### config.mk
export PLATFORM = sky130hd
export DESIGN_NAME = ss_blend_top
export DESIGN_NICKNAME = d
export VERILOG_FILES = /design/src/rtl/ss_blend_pkg.sv /design/src/rtl/ss_scale.sv /design/src/rtl/ss_trunc.sv /design/src/rtl/ss_blend_top.sv
export SDC_FILE = /design/constraint.sdc
export NUM_CORES = 1
export LEC_CHECK = 0
export BUFFER_PORTS_ARGS = -buffer_cell sky130_fd_sc_hd__buf_2
export CORE_UTILIZATION = 59
export DETAILED_ROUTE_END_ITERATION = 8
export PLACE_DENSITY = 0.93
export SYNTH_ARGS = -nofsm -noshare
export SYNTH_HDL_FRONTEND = slang
export SYNTH_SLANG_ARGS = --single-unit
### constraint.sdc
create_clock -name clk -period 5.6 [get_ports clk]
set_input_delay 0.84 -clock clk [delete_from_list [all_inputs] [get_ports clk]]
set_output_delay 0.84 -clock clk [all_outputs]
set_load 0.005 [all_outputs]
### src/rtl/ss_blend_pkg.sv
package ss_blend_pkg;

    localparam int FRAC_W = 5;
    localparam int SH_W   = 3;

    typedef enum logic [1:0] {
        W24_8  = 2'd0,
        W20_12 = 2'd1,
        W18_14 = 2'd2,
        W16_16 = 2'd3
    } wsel_e;

    typedef struct packed {
        logic [SH_W-1:0] sh_a;
        logic            use_b;
        logic [SH_W-1:0] sh_b;
        logic            sub_b;
    } shift_plan_t;

    function automatic shift_plan_t plan_for(input logic side_lin, input wsel_e sel);
        shift_plan_t p;
        p = '{sh_a: 3'd4, use_b: 1'b0, sh_b: 3'd0, sub_b: 1'b0};
        if (side_lin) begin
            unique case (sel)
                W24_8:   p = '{sh_a: 3'd4, use_b: 1'b1, sh_b: 3'd3, sub_b: 1'b0};
                W20_12:  p = '{sh_a: 3'd4, use_b: 1'b1, sh_b: 3'd2, sub_b: 1'b0};
                W18_14:  p = '{sh_a: 3'd4, use_b: 1'b1, sh_b: 3'd1, sub_b: 1'b0};
                default: p = '{sh_a: 3'd4, use_b: 1'b0, sh_b: 3'd0, sub_b: 1'b0};
            endcase
        end else begin
            unique case (sel)
                W24_8:   p = '{sh_a: 3'd3, use_b: 1'b0, sh_b: 3'd0, sub_b: 1'b0};
                W20_12:  p = '{sh_a: 3'd4, use_b: 1'b1, sh_b: 3'd2, sub_b: 1'b1};
                W18_14:  p = '{sh_a: 3'd4, use_b: 1'b1, sh_b: 3'd1, sub_b: 1'b1};
                default: p = '{sh_a: 3'd4, use_b: 1'b0, sh_b: 3'd0, sub_b: 1'b0};
            endcase
        end
        return p;
    endfunction

endpackage

### src/rtl/ss_scale.sv
module ss_scale
    import ss_blend_pkg::*;
#(
    parameter int  PIX_W    = 10,
    parameter bit  SIDE_LIN = 1'b1,
    localparam int SUM_W    = PIX_W + FRAC_W
) (
    input  logic [PIX_W-1:0] x,
    input  wsel_e            sel,
    output logic [SUM_W-1:0] y
);

    shift_plan_t      plan;
    logic [SUM_W-1:0] x_ext;
    logic [SUM_W-1:0] term_a;
    logic [SUM_W-1:0] term_b;

    always_comb begin
        plan   = plan_for(SIDE_LIN, sel);
        x_ext  = {{FRAC_W{1'b0}}, x};
        term_a = x_ext << plan.sh_a;
        term_b = plan.use_b ? (x_ext << plan.sh_b) : '0;
        y      = plan.sub_b ? (term_a - term_b) : (term_a + term_b);
    end

endmodule

### src/rtl/ss_trunc.sv
module ss_trunc
    import ss_blend_pkg::*;
#(
    parameter int  PIX_W = 10,
    localparam int SUM_W = PIX_W + FRAC_W
) (
    input  logic [SUM_W-1:0] sum,
    output logic [PIX_W-1:0] q
);

    assign q = sum[SUM_W-1:FRAC_W];

endmodule

### src/rtl/ss_blend_top.sv
module ss_blend_top
    import ss_blend_pkg::*;
#(
    parameter int  PIX_W = 10,
    localparam int SUM_W = PIX_W + FRAC_W
) (
    input  logic             clk,
    input  logic             rst_n,
    input  logic             in_valid,
    input  logic [PIX_W-1:0] lin,
    input  logic [PIX_W-1:0] mc,
    input  logic [1:0]       wsel_in,
    output logic             out_valid,
    output logic [PIX_W-1:0] ss_out
);

    typedef struct packed {
        logic             vld;
        logic [PIX_W-1:0] ss;
    } blend_state_t;

    blend_state_t     st_d, st_q;
    wsel_e            sel;
    logic [SUM_W-1:0] lin_w, mc_w, sum_w;
    logic [PIX_W-1:0] ss_new;

    assign sel = wsel_e'(wsel_in);

    ss_scale #(.PIX_W(PIX_W), .SIDE_LIN(1'b1)) u_scale_lin (
        .x   (lin),
        .sel (sel),
        .y   (lin_w)
    );

    ss_scale #(.PIX_W(PIX_W), .SIDE_LIN(1'b0)) u_scale_mc (
        .x   (mc),
        .sel (sel),
        .y   (mc_w)
    );

    assign sum_w = lin_w + mc_w;

    ss_trunc #(.PIX_W(PIX_W)) u_trunc (
        .sum (sum_w),
        .q   (ss_new)
    );

    always_comb begin
        st_d     = st_q;
        st_d.vld = in_valid;
        if (in_valid) begin
            st_d.ss = ss_new;
        end
    end

    always_ff @(posedge clk) begin
        if (!rst_n) begin
            st_q <= '0;
        end else begin
            st_q <= st_d;
        end
    end

    assign out_valid = st_q.vld;
    assign ss_out    = st_q.ss;

endmodule

==> results.py, run 1 <==
metrics = {
    "synth": {
        "synth-edff-count": 0,
        "syn_area_sq_um": 2581,
        "ys_ff_latch": 11,
        "yosys_warnings": 0,
        "synth_area_leaders": "ha_1 (21%), dfxtp_1 (8.5%), mux2i_1 (6.2%), xnor2_1 (6.1%), a21oi_1 (5.2%)",
        "ys.flop_type": "dfxtp_1",
        "synthArstFlopShare_pct": 0,
        "ys_types": 52,
        "ys_seq_area_share_pct": 8.531,
        "synth_top_area_share_pct": 20.84,
        "syn_inst": 337,
        "synth_top_area_cell": "ha_1",
        "avgSynthCellArea_sq_um": 7.659,
    },
    "global_routing": {
        "use_met2_pct": 51.96,
        "grt_pass1_vias": 2375,
        "grt_pass1_wl_um": 10160,
        "grt_busiest_layer": "met2",
        "grt_max_degree": 21,
        "gr-total-overflow": 0,
        "grt_use_met3_pct": 3.500,
        "antenna_found_initial": 0,
        "use_met1_pct": 33.33,
        "grt_util_all_layers_pct": 27.78,
    },
    "placement": {
        "dp_hpwl_um": 4950,
        "place_congestion": 0.8768,
        "placed_area_sq_um": 2806,
        "dp_worst_setup_slack_ns": 0.1959,
        "place.port_buffers": 35,
    },
    "worst_setup_path": {
        "path_cells": "buf_2, buf_4, ha_1, inv_1, nand3_1, ha_1, nor2b_1, o21ai_0, a21boi_0, o41ai_2, nor2_1, nor2_1, xnor2_1, ha_1, and3_1, a22o_1, a31oi_2, nand2_2, a311o_1, a31oi_1, nor2b_1",
        "cp_slowest_cell": "o41ai_2",
        "crit_top_cell": "ha_1",
        "rr_endpoint": "ss_out[8]$_SDFFE_PN0P_",
        "path_buf_inv": 3,
        "startpoint_type": "input pin",
        "cp_top_family": "compound AO/OA/AOI/OAI gates",
        "path_class": "input pin to flop",
        "cp_max_fo": 20,
        "crit_required_ns": 5.72,
        "r2r-start": "ss_out[8]$_SDFFE_PN0P_",
        "ff2ff_path_depth": 3,
        "slowest_delay_ns": 0.40,
        "worstPathArrival_ns": 5.35,
        "end_kind": "flop",
        "reg2reg_slack_ns": 4.82,
    },
    "die": {
        "num_rows": 23,
        "start_util_pct": 63.17,
        "fp.dieH_um": 68.15,
        "io_pins": 36,
        "die_w_um": 68.15,
        "core_area_sq_um": 4086,
        "dieArea_sq_um": 4644,
    },
    "drt": {
        "vias": 2566,
        "wl_um": 6057,
        "drtIter0Drc": 193,
        "post-route-drc-count": 0,
        "wl_per_cell_um": 14.39,
        "viasPerCell": 6.095,
        "ant_nets": 0,
        "drt_first_pass_iters": 4,
    },
    "timing": {
        "setup_viol": 0,
        "max_freq_mhz": 191.4,
        "tightest_slew_ns": 0.6815,
        "fin_crit_sh_pct": 93.32,
        "fin_worst_hold_slack_ns": 0.4556,
        "min_period_ns": 5.226,
        "maxSlewHeadroom_pct": 54.40,
        "setup_slack_ns": 0.3741,
        "rsz0062_at_grt": "false",
        "drv_slew": 0,
        "finalHoldViolations": 0,
        "fin_skew_ns": 0,
        "tns_ns": 0,
    },
    "finish": {
        "synthToLayoutAreaGrowth_pct": 10.57,
        "final_common_cell": "ha_1",
        "layout_common_cells": "ha_1 (42), nand2_1 (35), buf_2 (35)",
        "fin_util_pct": 69.84,
        "final_area_sq_um": 2854,
        "drive_gt1_share_pct": 16.71,
        "fin_nets": 442,
        "n_antenna_cell": 0,
    },
    "worst_hold_path": {
        "min_to": "ss_out[7]$_SDFFE_PN0P_",
        "hp-class": "flop to flop",
        "hp-start": "ss_out[7]$_SDFFE_PN0P_",
        "whs_path_depth": 2,
    },
    "power": {
        "ir_worst_vdd_v": 0.0001255,
        "clkPwrFrac_pct": 9.4,
        "swShare_pct": 47.50,
        "power_switching_uw": 397.7,
        "seqPwrFrac_pct": 14.6,
        "p_int_uw": 439.5,
        "comb_power_share_pct": 76.0,
        "p_leak_uw": 0.001341,
        "power_density_nw_per_um2": 293.3,
    },
    "run": {
        "drv_cap": 0,
    },
    "cts": {
        "cts_root_buffer": "clkbuf_8",
        "cts_tree": "done",
        "clkLatencyLatePin_ns": 0.23,
        "ctsHoldBuffers": 0,
        "numCtsBuffers": 3,
        "clock_sinks": 11,
        "cts_buffer_depth": 2,
        "path_clk_slew_ns": 0.05,
        "cts_max_level": 1,
    },
    "status": {
        "status": "finished clean",
    },
}
## cell type report
class / count / area, sq um
multi-input combinational: 304 / 2280
fill: 339 / 1232
sequential: 11 / 220.2
timing repair buffer: 37 / 190.2
tap: 50 / 62.56
inverter: 15 / 56.30
clock buffer: 4 / 45.04
## worst max path at each step
stage | end | slack, ns | start | depth (start not counted)
after floorplan | ss_out[8]$_SDFFE_PN0P_ | 0.59 | wsel_in[0] | 23
after CTS | ss_out[8]$_SDFFE_PN0P_ | 0.38 | wsel_in[0] | 22
after global placement | ss_out[9]$_SDFFE_PN0P_ | 0.46 | wsel_in[0] | 23
final | ss_out[8]$_SDFFE_PN0P_ | 0.37 | wsel_in[0] | 21
after detailed placement | ss_out[8]$_SDFFE_PN0P_ | 0.20 | wsel_in[0] | 22
after global routing | ss_out[8]$_SDFFE_PN0P_ | 0.05 | wsel_in[0] | 22
## power by group through the flow
stage	logic (uW)	registers [uW]	clock network, uW
finish	637	122	78.5
global placement	589	121	0
detailed placement	616	124	0
CTS	627	122	78.2
global route	706	126	82.4
floorplan	471	126	0
## synth_stat cells (all sizes together), types with 2 or more instances
| cell | number |
|---|---|
| a211oi | 8 |
| a21boi | 3 |
| a21o | 8 |
| a21oi | 27 |
| a311oi | 2 |
| a31oi | 5 |
| and2 | 4 |
| and3 | 2 |
| buf | 3 |
| clkbuf | 7 |
| conb | 2 |
| dfxtp | 11 |
| fa | 2 |
| ha | 43 |
| inv | 15 |
| mux2 | 12 |
| mux2i | 16 |
| nand2 | 36 |
| nand3 | 12 |
| nand3b | 5 |
| nand4 | 2 |
| nor2 | 26 |
| nor2b | 13 |
| nor3 | 7 |
| o211ai | 2 |
| o21a | 3 |
| o21ai | 13 |
| o21bai | 2 |
| o31ai | 4 |
| o41ai | 2 |
| or2 | 2 |
| xnor2 | 18 |
| xor2 | 8 |
## registers in the layout, indices dropped and copies added (netlist names)
name	count
ss_out	10
out_valid	1
## stage by stage
stage / cells / power, uW
5_1_grt: 421 / 913.8
6_report: 421 / 837.2
3_3_place_gp: 417 / 710.5
4_1_cts: 421 / 827.8
3_5_place_dp: 417 / 739.1
2_1_floorplan: 340 / 597.1
## worst reg2reg max path: stages, from the launching register on
cell	delay, ns
dfxtp_1	0.30
nor2b_1	0.13
a31oi_1	0.18
nor2b_1	0.06
## layer usage
metal / wire length (um) / up-vias
met4: 39 / 0
met3: 238 / 4
met2: 3019 / 68
li1: - / 1292
met5: 0 / -
met1: 2760 / 1202
## logic make-up (layout without fill, tap and decap cells)
kind of cell,after synthesis,count (layout),synth area share [%]
AOI/OAI and AO/OA,86,86,22.83
xor gates and xnor gates,26,26,8.822
adders and majority gates,45,45,22.39
buffers and inverters,25,56,3.684
DFF,11,11,8.531
muxes,29,29,12.31
other,2,5,0.2909
and+or+nand+nor,113,113,21.13
## timing repair
item                       CTS  global route
setup endpoints to repair    0             1
resized for setup            0             1
buffers inserted             0             0
Note: power is estimated with default switching activity, not from simulation.
==> inputs of run 2 (changes only) <==
--- a/config.mk
+++ b/config.mk
@@ -6,9 +6,9 @@
 export NUM_CORES = 1
 export LEC_CHECK = 0
 export BUFFER_PORTS_ARGS = -buffer_cell sky130_fd_sc_hd__buf_2
-export CORE_UTILIZATION = 59
+export CORE_UTILIZATION = 55
 export DETAILED_ROUTE_END_ITERATION = 8
-export PLACE_DENSITY = 0.93
+export PLACE_DENSITY = 0.88
 export SYNTH_ARGS = -nofsm -noshare
 export SYNTH_HDL_FRONTEND = slang
 export SYNTH_SLANG_ARGS = --single-unit
==> run 2 against run 1 <==
  * The flow now finishes with violations (DRC)
  * Global-route usage fell by 4.0 points
  * Via count shrank 3.0%
  * Utilization shrank 5.5 points
  * Register-to-register slack better by 0.03 ns
  * Routed wire length down 4.4%
  * Critical endpoint is now ss_out[9]$_SDFFE_PN0P_
  * Largest cell class unchanged
==> results.py, run 2 (synthesis gave the netlist of run 1 again) <==
metrics = {
    "status": {
        "status": "complete, but fails checks",
        "violations": "DRC",
    },
    "drt": {
        "post-route-drc-count": 5,
        "ant_nets": 0,
        "viasPerCell": 5.868,
        "drtIter0Drc": 127,
        "wl_per_cell_um": 13.66,
        "wl_um": 5793,
        "drt_first_pass_iters": 6,
        "vias": 2488,
    },
    "die": {
        "start_util_pct": 58.08,
        "num_rows": 24,
        "io_pins": 36,
        "fp.dieH_um": 70.51,
        "dieArea_sq_um": 4971,
        "core_area_sq_um": 4444,
        "die_w_um": 70.51,
    },
    "finish": {
        "synthToLayoutAreaGrowth_pct": 10.86,
        "drive_gt1_share_pct": 16.67,
        "largest_reg_flops": 10,
        "multi_input_area_sq_um": 2277,
        "layout_common_cells": "ha_1 (43), nand2_1 (35), buf_2 (35)",
        "fill_cells": 399,
        "final_common_cell": "ha_1",
        "final_area_sq_um": 2861,
        "fin_nets": 443,
        "n_antenna_cell": 0,
        "seq_area_sq_um": 220.2,
    },
    "timing": {
        "finalHoldViolations": 0,
        "setup_viol": 0,
        "min_period_ns": 5.041,
        "fin_skew_ns": 0,
        "rsz0062_at_grt": "false",
        "tightest_slew_ns": 0.6637,
        "maxSlewHeadroom_pct": 55.59,
        "tns_ns": 0,
        "setup_slack_ns": 0.5593,
        "fin_worst_hold_slack_ns": 0.4494,
        "fin_crit_sh_pct": 90.01,
        "drv_slew": 0,
        "max_freq_mhz": 198.4,
    },
    "worst_setup_path": {
        "reg2reg_slack_ns": 4.85,
        "cp_max_fo": 20,
        "worstPathArrival_ns": 5.16,
        "end_kind": "flop",
        "startpoint_type": "input pin",
        "path_class": "input pin to flop",
        "crit_required_ns": 5.72,
    },
    "placement": {
        "placed_area_sq_um": 2816,
        "place_congestion": 0.8407,
        "dp_worst_setup_slack_ns": 0.3494,
        "place.port_buffers": 35,
        "dp_hpwl_um": 4781,
    },
    "cts": {
        "path_clk_slew_ns": 0.05,
        "clock_sinks": 11,
        "post-cts-setup-buffer-count": 0,
        "post_cts_resized": 0,
        "cts_root_buffer": "clkbuf_8",
        "ctsHoldBuffers": 0,
        "cts_buffer_depth": 2,
        "cts_tree": "done",
        "cts_max_level": 1,
        "numCtsBuffers": 3,
        "clkLatencyLatePin_ns": 0.24,
    },
    "global_routing": {
        "grt_util_all_layers_pct": 23.80,
        "gr-total-overflow": 0,
        "antenna_found_initial": 0,
        "grt_pass1_wl_um": 9915,
        "grt_max_degree": 21,
        "grt_pass1_vias": 2361,
    },
    "power": {
        "p_leak_uw": 0.001347,
        "power_density_nw_per_um2": 289.2,
        "ir_worst_vdd_v": 0.0001203,
    },
    "worst_hold_path": {
        "hp-class": "flop to flop",
    },
    "run": {
        "drv_cap": 0,
    },
}
[run 2: changes by cell type in the layout (fill, tap and decap cells not counted)]
cell,change
ha_2,-1
ha_1,+1
buf_4,+1
[run 2: cell type report]
type	count	area share, %
Multi-Input combinational cell	304	79.58
Sequential cell	11	7.696
Timing Repair Buffer	38	6.909
Tap cell	52	2.274
Inverter	15	1.968
Clock buffer	4	1.574
[run 2: metal layers]
layer	wire (um)	track usage, %	vias up	part of all wire, %
met5	0	0	-	0
met4	28	2.041	0	0.48
met3	165	2.742	2	2.8
met2	2746	42.61	45	47
met1	2852	31.79	1159	49
li1	-	-	1282	-
[run 2: worst paths after layout]
path,start,to,depth (start not counted)
setup / recovery,wsel_in[0],ss_out[9]$_SDFFE_PN0P_,20
hold / removal,ss_out[7]$_SDFFE_PN0P_,ss_out[7]$_SDFFE_PN0P_,2
setup reg to reg,ss_out[8]$_SDFFE_PN0P_,ss_out[8]$_SDFFE_PN0P_,3
hold reg to reg,ss_out[7]$_SDFFE_PN0P_,ss_out[7]$_SDFFE_PN0P_,2
[run 2: where the power goes]
| part | internal (uW) | total, uW | switching (uW) | leakage [uW] |
|---|---|---|---|---|
| logic | 281 | 629 | 348 | 0.00123 |
| clock network | 49.8 | 77.0 | 27.2 | 0.0000228 |
| registers | 109 | 122 | 13.3 | 0.0000910 |
[run 2: critical path, stage by stage]
cell	delay, ns
buf_2	0.10
buf_4	0.20
ha_1	0.22
nor2_1	0.51
nor2_1	0.13
a211oi_1	0.29
ha_1	0.31
nor2b_1	0.15
o31ai_1	0.36
nand2b_1	0.09
a21oi_1	0.18
xnor2_1	0.19
ha_1	0.32
a21o_1	0.18
a21o_1	0.19
a21o_1	0.19
and2_1	0.17
a311oi_2	0.28
xnor2_1	0.16
a21oi_1	0.08
[run 2: metrics by stage]
step	std cells	util (%)	total power [uW]
2_1_floorplan	340	-	597.1
3_3_place_gp	420	63.37	721.3
3_5_place_dp	420	63.37	741.6
4_1_cts	424	64.39	824.0
5_1_grt	424	64.39	901.8
6_report	424	64.39	827.4
